**src/rtl/rr_pkg.sv**
```systemverilog
// Shared constants and the seven-segment digit encoder for the rhythm classifier.
package rr_pkg;

    localparam int NUM_CNT   = 4;
    localparam int IDX_QRS   = 0;
    localparam int IDX_ARR   = 1;
    localparam int IDX_TACHY = 2;
    localparam int IDX_BRADY = 3;

    // Active-low seven-segment pattern, g..a in bits 6..0; a code above 9 blanks the digit.
    function automatic logic [6:0] seg7_n(input logic [3:0] digit);
        logic [6:0] pat;
        case (digit)
            4'd0:    pat = 7'h40;
            4'd1:    pat = 7'h79;
            4'd2:    pat = 7'h24;
            4'd3:    pat = 7'h30;
            4'd4:    pat = 7'h19;
            4'd5:    pat = 7'h12;
            4'd6:    pat = 7'h02;
            4'd7:    pat = 7'h78;
            4'd8:    pat = 7'h00;
            4'd9:    pat = 7'h10;
            default: pat = 7'h7F;
        endcase
        return pat;
    endfunction

endpackage

```
**src/rtl/rr_interval_window.sv**
```systemverilog
// Measures tick intervals between beats and keeps the three-pulse window.
// Assumes `beat` and `tick_run` already carry the halt gating. Ticks are
// counted only after the first beat has locked the window. The interval
// and the span saturate at all ones.
module rr_interval_window #(
    parameter int TW = 16
) (
    input  logic          clk,
    input  logic          rst_n,
    input  logic          tick_run,
    input  logic          beat,
    output logic [TW-1:0] first_q,
    output logic [TW-1:0] second_q,
    output logic [TW-1:0] span_q,
    output logic [TW-1:0] nxt_first,
    output logic [TW-1:0] nxt_second,
    output logic [TW-1:0] nxt_span,
    output logic          classify
);
    localparam logic [TW-1:0] TMAX = {TW{1'b1}};

    logic [TW-1:0] gap_cnt;
    logic [TW-1:0] gap_inc;
    logic [1:0]    seen;
    logic [TW:0]   sum_wide;

    // Saturating increment of the running gap and assembly of the next window.
    always_comb begin
        gap_inc    = (gap_cnt == TMAX) ? TMAX : gap_cnt + 1'b1;
        nxt_first  = second_q;
        nxt_second = gap_inc;
        sum_wide   = {1'b0, nxt_first} + {1'b0, nxt_second};
        nxt_span   = sum_wide[TW] ? TMAX : sum_wide[TW-1:0];
        classify   = beat && (seen == 2'd2);
    end

    // Gap counting, lock tracking and window shifting.
    always_ff @(posedge clk) begin
        if (!rst_n) begin
            gap_cnt  <= '0;
            seen     <= '0;
            first_q  <= '0;
            second_q <= '0;
            span_q   <= '0;
        end else if (beat) begin
            gap_cnt <= '0;
            seen    <= (seen == 2'd2) ? 2'd2 : seen + 2'd1;
            if (seen != 2'd0) begin
                first_q  <= nxt_first;
                second_q <= nxt_second;
                span_q   <= nxt_span;
            end
        end else if (tick_run && (seen != 2'd0)) begin
            gap_cnt <= gap_inc;
        end
    end

    // window outputs move only on a beat
    a_r4_window_hold: assert property (@(posedge clk) disable iff (!rst_n)
        !beat |=> ($stable(first_q) && $stable(second_q) && $stable(span_q)));

    // a beat right after the previous one measures exactly one tick
    a_r3_one_tick_gap: assert property (@(posedge clk) disable iff (!rst_n)
        (beat && seen != 2'd0) |=> (!beat || gap_cnt == '0));

endmodule

```
**src/rtl/rr_rhythm_judge.sv**
```systemverilog
// Grades one window: short first interval against the span (arrhythmia),
// either interval under the fast limit or over the slow limit. The
// comparison is done without division. The caller qualifies the results
// with its classify strobe.
module rr_rhythm_judge #(
    parameter int TW          = 16,
    parameter int TACHY_LIMIT = 429,
    parameter int BRADY_LIMIT = 1500
) (
    input  logic [TW-1:0] first_iv,
    input  logic [TW-1:0] second_iv,
    input  logic [TW-1:0] span_iv,
    output logic          is_arr,
    output logic          is_tachy,
    output logic          is_brady
);
    localparam int PW = TW + 4;

    logic [PW-1:0] lhs;
    logic [PW-1:0] rhs;

    // Scaled comparison 10*first < 4*span and the two rate limits.
    always_comb begin
        lhs      = PW'(first_iv) * PW'(10);
        rhs      = PW'(span_iv) * PW'(4);
        is_arr   = lhs < rhs;
        is_tachy = (first_iv < TW'(TACHY_LIMIT)) || (second_iv < TW'(TACHY_LIMIT));
        is_brady = (first_iv > TW'(BRADY_LIMIT)) || (second_iv > TW'(BRADY_LIMIT));
    end

endmodule

```
**src/rtl/rr_sat_counter.sv**
```systemverilog
// Event counter that stops at CAP. Assumes CAP fits in W bits.
module rr_sat_counter #(
    parameter int W   = 8,
    parameter int CAP = 99
) (
    input  logic         clk,
    input  logic         rst_n,
    input  logic         inc,
    output logic [W-1:0] value
);
    // Count up on inc and hold at the cap.
    always_ff @(posedge clk) begin
        if (!rst_n)
            value <= '0;
        else if (inc && value != W'(CAP))
            value <= value + 1'b1;
    end

    // the cap is never exceeded
    a_r9_cap_hold: assert property (@(posedge clk) disable iff (!rst_n)
        (inc && value == W'(CAP)) |=> value == W'(CAP));

    // no increment request, no change
    a_r2_idle_hold: assert property (@(posedge clk) disable iff (!rst_n)
        !inc |=> $stable(value));

endmodule

```
**src/rtl/rr_bcd_seg.sv**
```systemverilog
// Splits a count of at most 99 into two active-low seven-segment digits.
module rr_bcd_seg #(
    parameter int W = 8
) (
    input  logic [W-1:0] value,
    output logic [6:0]   tens_n,
    output logic [6:0]   ones_n
);
    import rr_pkg::*;

    logic [3:0] tens_d;
    logic [3:0] ones_d;

    // Decimal split and pattern lookup.
    always_comb begin
        tens_d = 4'(value / W'(10));
        ones_d = 4'(value % W'(10));
        tens_n = seg7_n(tens_d);
        ones_n = seg7_n(ones_d);
    end

endmodule

```
**src/rtl/rr_rhythm_classifier.sv**
```systemverilog
// Top level: gates beats with the tick and the halt state, measures the
// three-pulse window, grades it, and keeps four saturating counts with
// their seven-segment digits. Assumes r_pulse is meaningful only on tick cycles.
module rr_rhythm_classifier #(
    parameter int TW          = 16,
    parameter int CW          = 8,
    parameter int CNT_CAP     = 99,
    parameter int TACHY_LIMIT = 429,
    parameter int BRADY_LIMIT = 1500
) (
    input  logic          clk,
    input  logic          rst_n,
    input  logic          tick,
    input  logic          r_pulse,
    input  logic          end_of_data,
    output logic [CW-1:0] qrs_count,
    output logic [CW-1:0] arr_count,
    output logic [CW-1:0] tachy_count,
    output logic [CW-1:0] brady_count,
    output logic [6:0]    qrs_seg_tens,
    output logic [6:0]    qrs_seg_ones,
    output logic [6:0]    arr_seg_tens,
    output logic [6:0]    arr_seg_ones,
    output logic [6:0]    tachy_seg_tens,
    output logic [6:0]    tachy_seg_ones,
    output logic [6:0]    brady_seg_tens,
    output logic [6:0]    brady_seg_ones,
    output logic [TW-1:0] first_ticks,
    output logic [TW-1:0] second_ticks,
    output logic [TW-1:0] span_ticks
);
    import rr_pkg::*;

    logic               done;
    logic               run;
    logic               beat;
    logic               tick_run;
    logic               classify;
    logic [TW-1:0]      nxt_first, nxt_second, nxt_span;
    logic               is_arr, is_tachy, is_brady;
    logic [NUM_CNT-1:0] inc;
    logic [CW-1:0]      cnt_val [NUM_CNT];
    logic [6:0]         seg_t   [NUM_CNT];
    logic [6:0]         seg_o   [NUM_CNT];

    // Sticky halt once the data stream has ended.
    always_ff @(posedge clk) begin
        if (!rst_n)
            done <= 1'b0;
        else if (end_of_data)
            done <= 1'b1;
    end

    // Beat and tick qualification plus the counter increment requests.
    always_comb begin
        run            = !done && !end_of_data;
        tick_run       = tick && run;
        beat           = tick_run && r_pulse;
        inc[IDX_QRS]   = beat;
        inc[IDX_ARR]   = classify && is_arr;
        inc[IDX_TACHY] = classify && is_tachy;
        inc[IDX_BRADY] = classify && is_brady;
    end

    rr_interval_window #(.TW(TW)) u_window (
        .clk        (clk),
        .rst_n      (rst_n),
        .tick_run   (tick_run),
        .beat       (beat),
        .first_q    (first_ticks),
        .second_q   (second_ticks),
        .span_q     (span_ticks),
        .nxt_first  (nxt_first),
        .nxt_second (nxt_second),
        .nxt_span   (nxt_span),
        .classify   (classify)
    );

    rr_rhythm_judge #(
        .TW          (TW),
        .TACHY_LIMIT (TACHY_LIMIT),
        .BRADY_LIMIT (BRADY_LIMIT)
    ) u_judge (
        .first_iv  (nxt_first),
        .second_iv (nxt_second),
        .span_iv   (nxt_span),
        .is_arr    (is_arr),
        .is_tachy  (is_tachy),
        .is_brady  (is_brady)
    );

    for (genvar g = 0; g < NUM_CNT; g++) begin : g_cnt
        rr_sat_counter #(.W(CW), .CAP(CNT_CAP)) u_cnt (
            .clk   (clk),
            .rst_n (rst_n),
            .inc   (inc[g]),
            .value (cnt_val[g])
        );
        rr_bcd_seg #(.W(CW)) u_seg (
            .value  (cnt_val[g]),
            .tens_n (seg_t[g]),
            .ones_n (seg_o[g])
        );
    end

    assign qrs_count      = cnt_val[IDX_QRS];
    assign arr_count      = cnt_val[IDX_ARR];
    assign tachy_count    = cnt_val[IDX_TACHY];
    assign brady_count    = cnt_val[IDX_BRADY];
    assign qrs_seg_tens   = seg_t[IDX_QRS];
    assign qrs_seg_ones   = seg_o[IDX_QRS];
    assign arr_seg_tens   = seg_t[IDX_ARR];
    assign arr_seg_ones   = seg_o[IDX_ARR];
    assign tachy_seg_tens = seg_t[IDX_TACHY];
    assign tachy_seg_ones = seg_o[IDX_TACHY];
    assign brady_seg_tens = seg_t[IDX_BRADY];
    assign brady_seg_ones = seg_o[IDX_BRADY];

    // after the halt, counts and window stay frozen
    a_r10_halt_freeze: assert property (@(posedge clk) disable iff (!rst_n)
        done |=> ($stable(qrs_count) && $stable(arr_count) && $stable(span_ticks)));

    // graded counts move only on a classified window
    a_r5_grade_needs_window: assert property (@(posedge clk) disable iff (!rst_n)
        !classify |=> ($stable(arr_count) && $stable(tachy_count) && $stable(brady_count)));

endmodule

```
**config.mk**
```make
export PLATFORM = sky130hd
export DESIGN_NAME = rr_rhythm_classifier
export DESIGN_NICKNAME = d
export VERILOG_FILES = /design/src/rtl/rr_pkg.sv /design/src/rtl/rr_interval_window.sv /design/src/rtl/rr_rhythm_judge.sv /design/src/rtl/rr_sat_counter.sv /design/src/rtl/rr_bcd_seg.sv /design/src/rtl/rr_rhythm_classifier.sv
export SDC_FILE = /design/constraint.sdc
export NUM_CORES = 1
export LEC_CHECK = 0
export BUFFER_PORTS_ARGS = -buffer_cell sky130_fd_sc_hd__buf_2
export CAP_MARGIN = 20
export CELL_PAD_IN_SITES_DETAIL_PLACEMENT = 0
export CELL_PAD_IN_SITES_GLOBAL_PLACEMENT = 1
export CORE_MARGIN = 2
export CORE_UTILIZATION = 40
export CTS_BUF_LIST = sky130_fd_sc_hd__clkbuf_8
export DETAILED_ROUTE_END_ITERATION = 10
export MAX_ROUTING_LAYER = met4
export PLACE_DENSITY_LB_ADDON = 0.1
export SYNTH_ARGS = -nofsm -noshare
export SYNTH_HDL_FRONTEND = slang
export SYNTH_SLANG_ARGS = --single-unit
```
**constraint.sdc**
```tcl
create_clock -name clk -period 6.1 [get_ports clk]
set_input_delay 1.22 -clock clk [delete_from_list [all_inputs] [get_ports clk]]
set_output_delay 1.22 -clock clk [all_outputs]
set_load 0.01 [all_outputs]
```
==> run metrics <==
clk root buf=clkbuf_8; setup violators final=0; core area=25980 µm²; Synth Flop Type=dfxtp_1; crit share post-route=94.48%; syn avg cell area=7.577 µm²; Final #Nets=1613; Pwr Density=97.40 nW/µm²; Post-synth EDFFs=0; count leader, synth=nand2_1; vias in the first global route=9202; asr flop ratio synth=0%; Initial DRT Pass Iterations=5; Peak Freq=173.5 MHz; H-tree depth=3; min cycle time layout=5.763 ns; Post-synth top cells=185 x nand2_1, 116 x ha_1, 114 x nor2_1; count of hold-fix buffers inserted at cts=0; die area=27740 µm²; Antenna diodes=0; Total Neg Setup Slack=0 ns; Core Util, Final=45.06%; DRT Wirelength=28540 µm; area share of the largest cell type after synthesis=18.75%; num ports=141; Gate Count Post-Synth=1395; RSZ-0062 raised after global routing=no; Synth Cell Area=10570 µm²; leading area contributor after synthesis=dfxtp_1; placed cells=1814; Hold Path Class=reg2reg; Clock Skew=0.02597 ns; largest net degree at the start of global routing=93; crit end category=flip-flop; Die Wd=166.6 µm; unique cell type count in the Yosys netlist=103; Crit Path Class=reg2reg; startpoint types=flip-flop; CTS sink cnt=99; first-pass GRT wire length=47190 µm; Area Overhead vs Synth=10.78%; Worst-Margin Slew=1.055 ns; Final Wtd Congestion=0.8248; #FFs+latches synth=99; sequential-to-total area share from yosys stat=18.75%; fin. max-slew vios=0; Worst-Skew Late Latency=0.42 ns; grt ovf=0; die extent in y=166.6 µm; CP Data Required Time=6.39 ns; Std-Cell Rows=59; final hold vios=0; largest cells by area after synthesis=dfxtp_1 19%, ha_1 14%, nand2_1 6.6%; IO buf count=140; CTS tree=yes; status=finished clean; total CTS buffers=9; post-route insts no fill=1830; Worst EP arrival=6.06 ns; share of layout cells above drive strength 1=16.05%; syn_nets=1518; Vias/cell=5.501; antenna violations before repair=0; Layout fillers=2706; synth warn=0; Vias=10070; Global Route Usage Sum=20.79%; WL/cell=15.59 µm; DRC viols=0; Max-cap violations=0; slew margin rel.=29.65%; Initial Util=40.68%; Bufs on Longest Clock Path=2; worst ir drop on vdd=0.1102 mV; DR iter-0 viols=668; Max FO, Critical Path=16; dpl hpwl=20680 µm; DRT antenna net count=0; Clock transition at path regs=0.11 ns; Pleak=0.005607 µW
## state kept, by name, indices dropped and copies added (netlist names)
register	cells
g_cnt.u_cnt.value	32
u_window.first_q	16
u_window.gap_cnt	16
u_window.nxt_first	16
u_window.span_q	16
u_window.seen	2
done	1
## per-layer routing
| layer | vias up | GRT usage, % | part of all wire, % | wire, µm |
|---|---|---|---|---|
| li1 | 5168 | - | - | - |
| met1 | 4718 | 28.04 | 50 | 14320 |
| met2 | 157 | 33.40 | 46 | 13020 |
| met3 | 23 | 2.614 | 2.9 | 823 |
| met4 | 0 | 4.498 | 1.3 | 376 |
| met5 | - | - | 0 | 0 |
## report_power, final
part / switching, µW / internal (µW) / total [µW] / leakage [µW]
registers: 3.82 / 649 / 653 / 0.000800
clock network: 265 / 162 / 428 / 0.0000893
logic: 36.6 / 23.6 / 60.2 / 0.00472
## worst max-delay path: stages, from the launching register on
cell	delay (ns)
dfxtp_1	0.38
ha_1	0.22
and3_1	0.24
and2_4	0.19
nand2_1	0.11
nand2_1	0.10
ha_1	0.22
fa_1	0.42
a21o_1	0.21
a21oi_2	0.20
o21ai_1	0.11
a21o_1	0.20
a31o_2	0.26
a31o_2	0.27
a31o_4	0.31
nor2_2	0.15
ha_1	0.26
a21o_1	0.16
a21o_1	0.17
a21oi_1	0.17
o211a_1	0.16
o21ai_0	0.09
a311oi_1	0.25
o2111ai_1	0.16
nor2b_1	0.14
buf_4	0.19
nand4_1	0.12
mux2i_1	0.17
## area by class of cell
cell class | count | area [µm²] | share of cell area, %
clock buffer | 10 | 137.6 | 1.175
sequential | 99 | 1988 | 16.98
inverter | 68 | 255.2 | 2.180
tap | 335 | 419.2 | 3.579
timing repair buffer | 167 | 903.4 | 7.714
clock inverter | 6 | 46.29 | 0.3953
multi-input combinational | 1145 | 7960 | 67.98
## cells in the final DEF (no fill, tap or decap), drive strengths merged, types with 19 or more instances in the layout
cell type  instances
o211a             23
inv               69
nand2b            25
nand3             29
a21boi            35
o21ai             75
ha               116
and2              28
dfxtp             99
mux2i             22
a21oi             95
nand2            186
a21o              25
nor2             116
a31oi             19
buf              167
nor2b             29
nor3              27
xnor2             53
## cells by family (layout without fill, tap and decap cells)
kind of cell | after synthesis | in the layout | synth area share [%]
simple gates | 515 | 515 | 24.17
compound gates | 410 | 410 | 27.58
buf+inv | 151 | 251 | 6.214
fa+ha+maj | 121 | 121 | 14.39
flops | 99 | 99 | 18.75
xor+xnor | 71 | 71 | 6.132
mux | 28 | 28 | 2.758
## final timing paths
path	startpoint	end	slack (ns)	cells past startpoint
worst min register to register	u_window.first_q[1]	u_window.first_q[1]	0.47	2
worst max register to register	u_window.gap_cnt[1]	g_cnt[1].u_cnt.value[4]	0.34	27
worst max-delay path	u_window.gap_cnt[1]	g_cnt[1].u_cnt.value[4]	0.34	27
worst min-delay path	u_window.first_q[1]	u_window.first_q[1]	0.47	2
## through the flow
stage / hold slack, ns / cell area [µm²] / power [µW] / setup WS (ns)
2_1_floorplan: 0.4445 / 10570 / 709.5 / 0.3542
3_3_place_gp: 0.4506 / 11490 / 728.2 / 0.2965
3_5_place_dp: 0.4574 / 11490 / 728.6 / 0.1635
4_1_cts: 0.4727 / 11680 / 1157 / 0.1214
5_1_grt: 0.4973 / 11710 / 1186 / 0.01725
6_report: 0.4683 / 11710 / 1141 / 0.3367
## timing repair
| action | 4_1_cts | 5_1_grt |
|---|---|---|
| endpoints found under the hold margin | 0 | 0 |
| setup buffers | 0 | 0 |
| setup endpoints to repair | 0 | 16 |
| resized for setup | 0 | 10 |
Note: power is estimated with default switching activity, not from simulation.
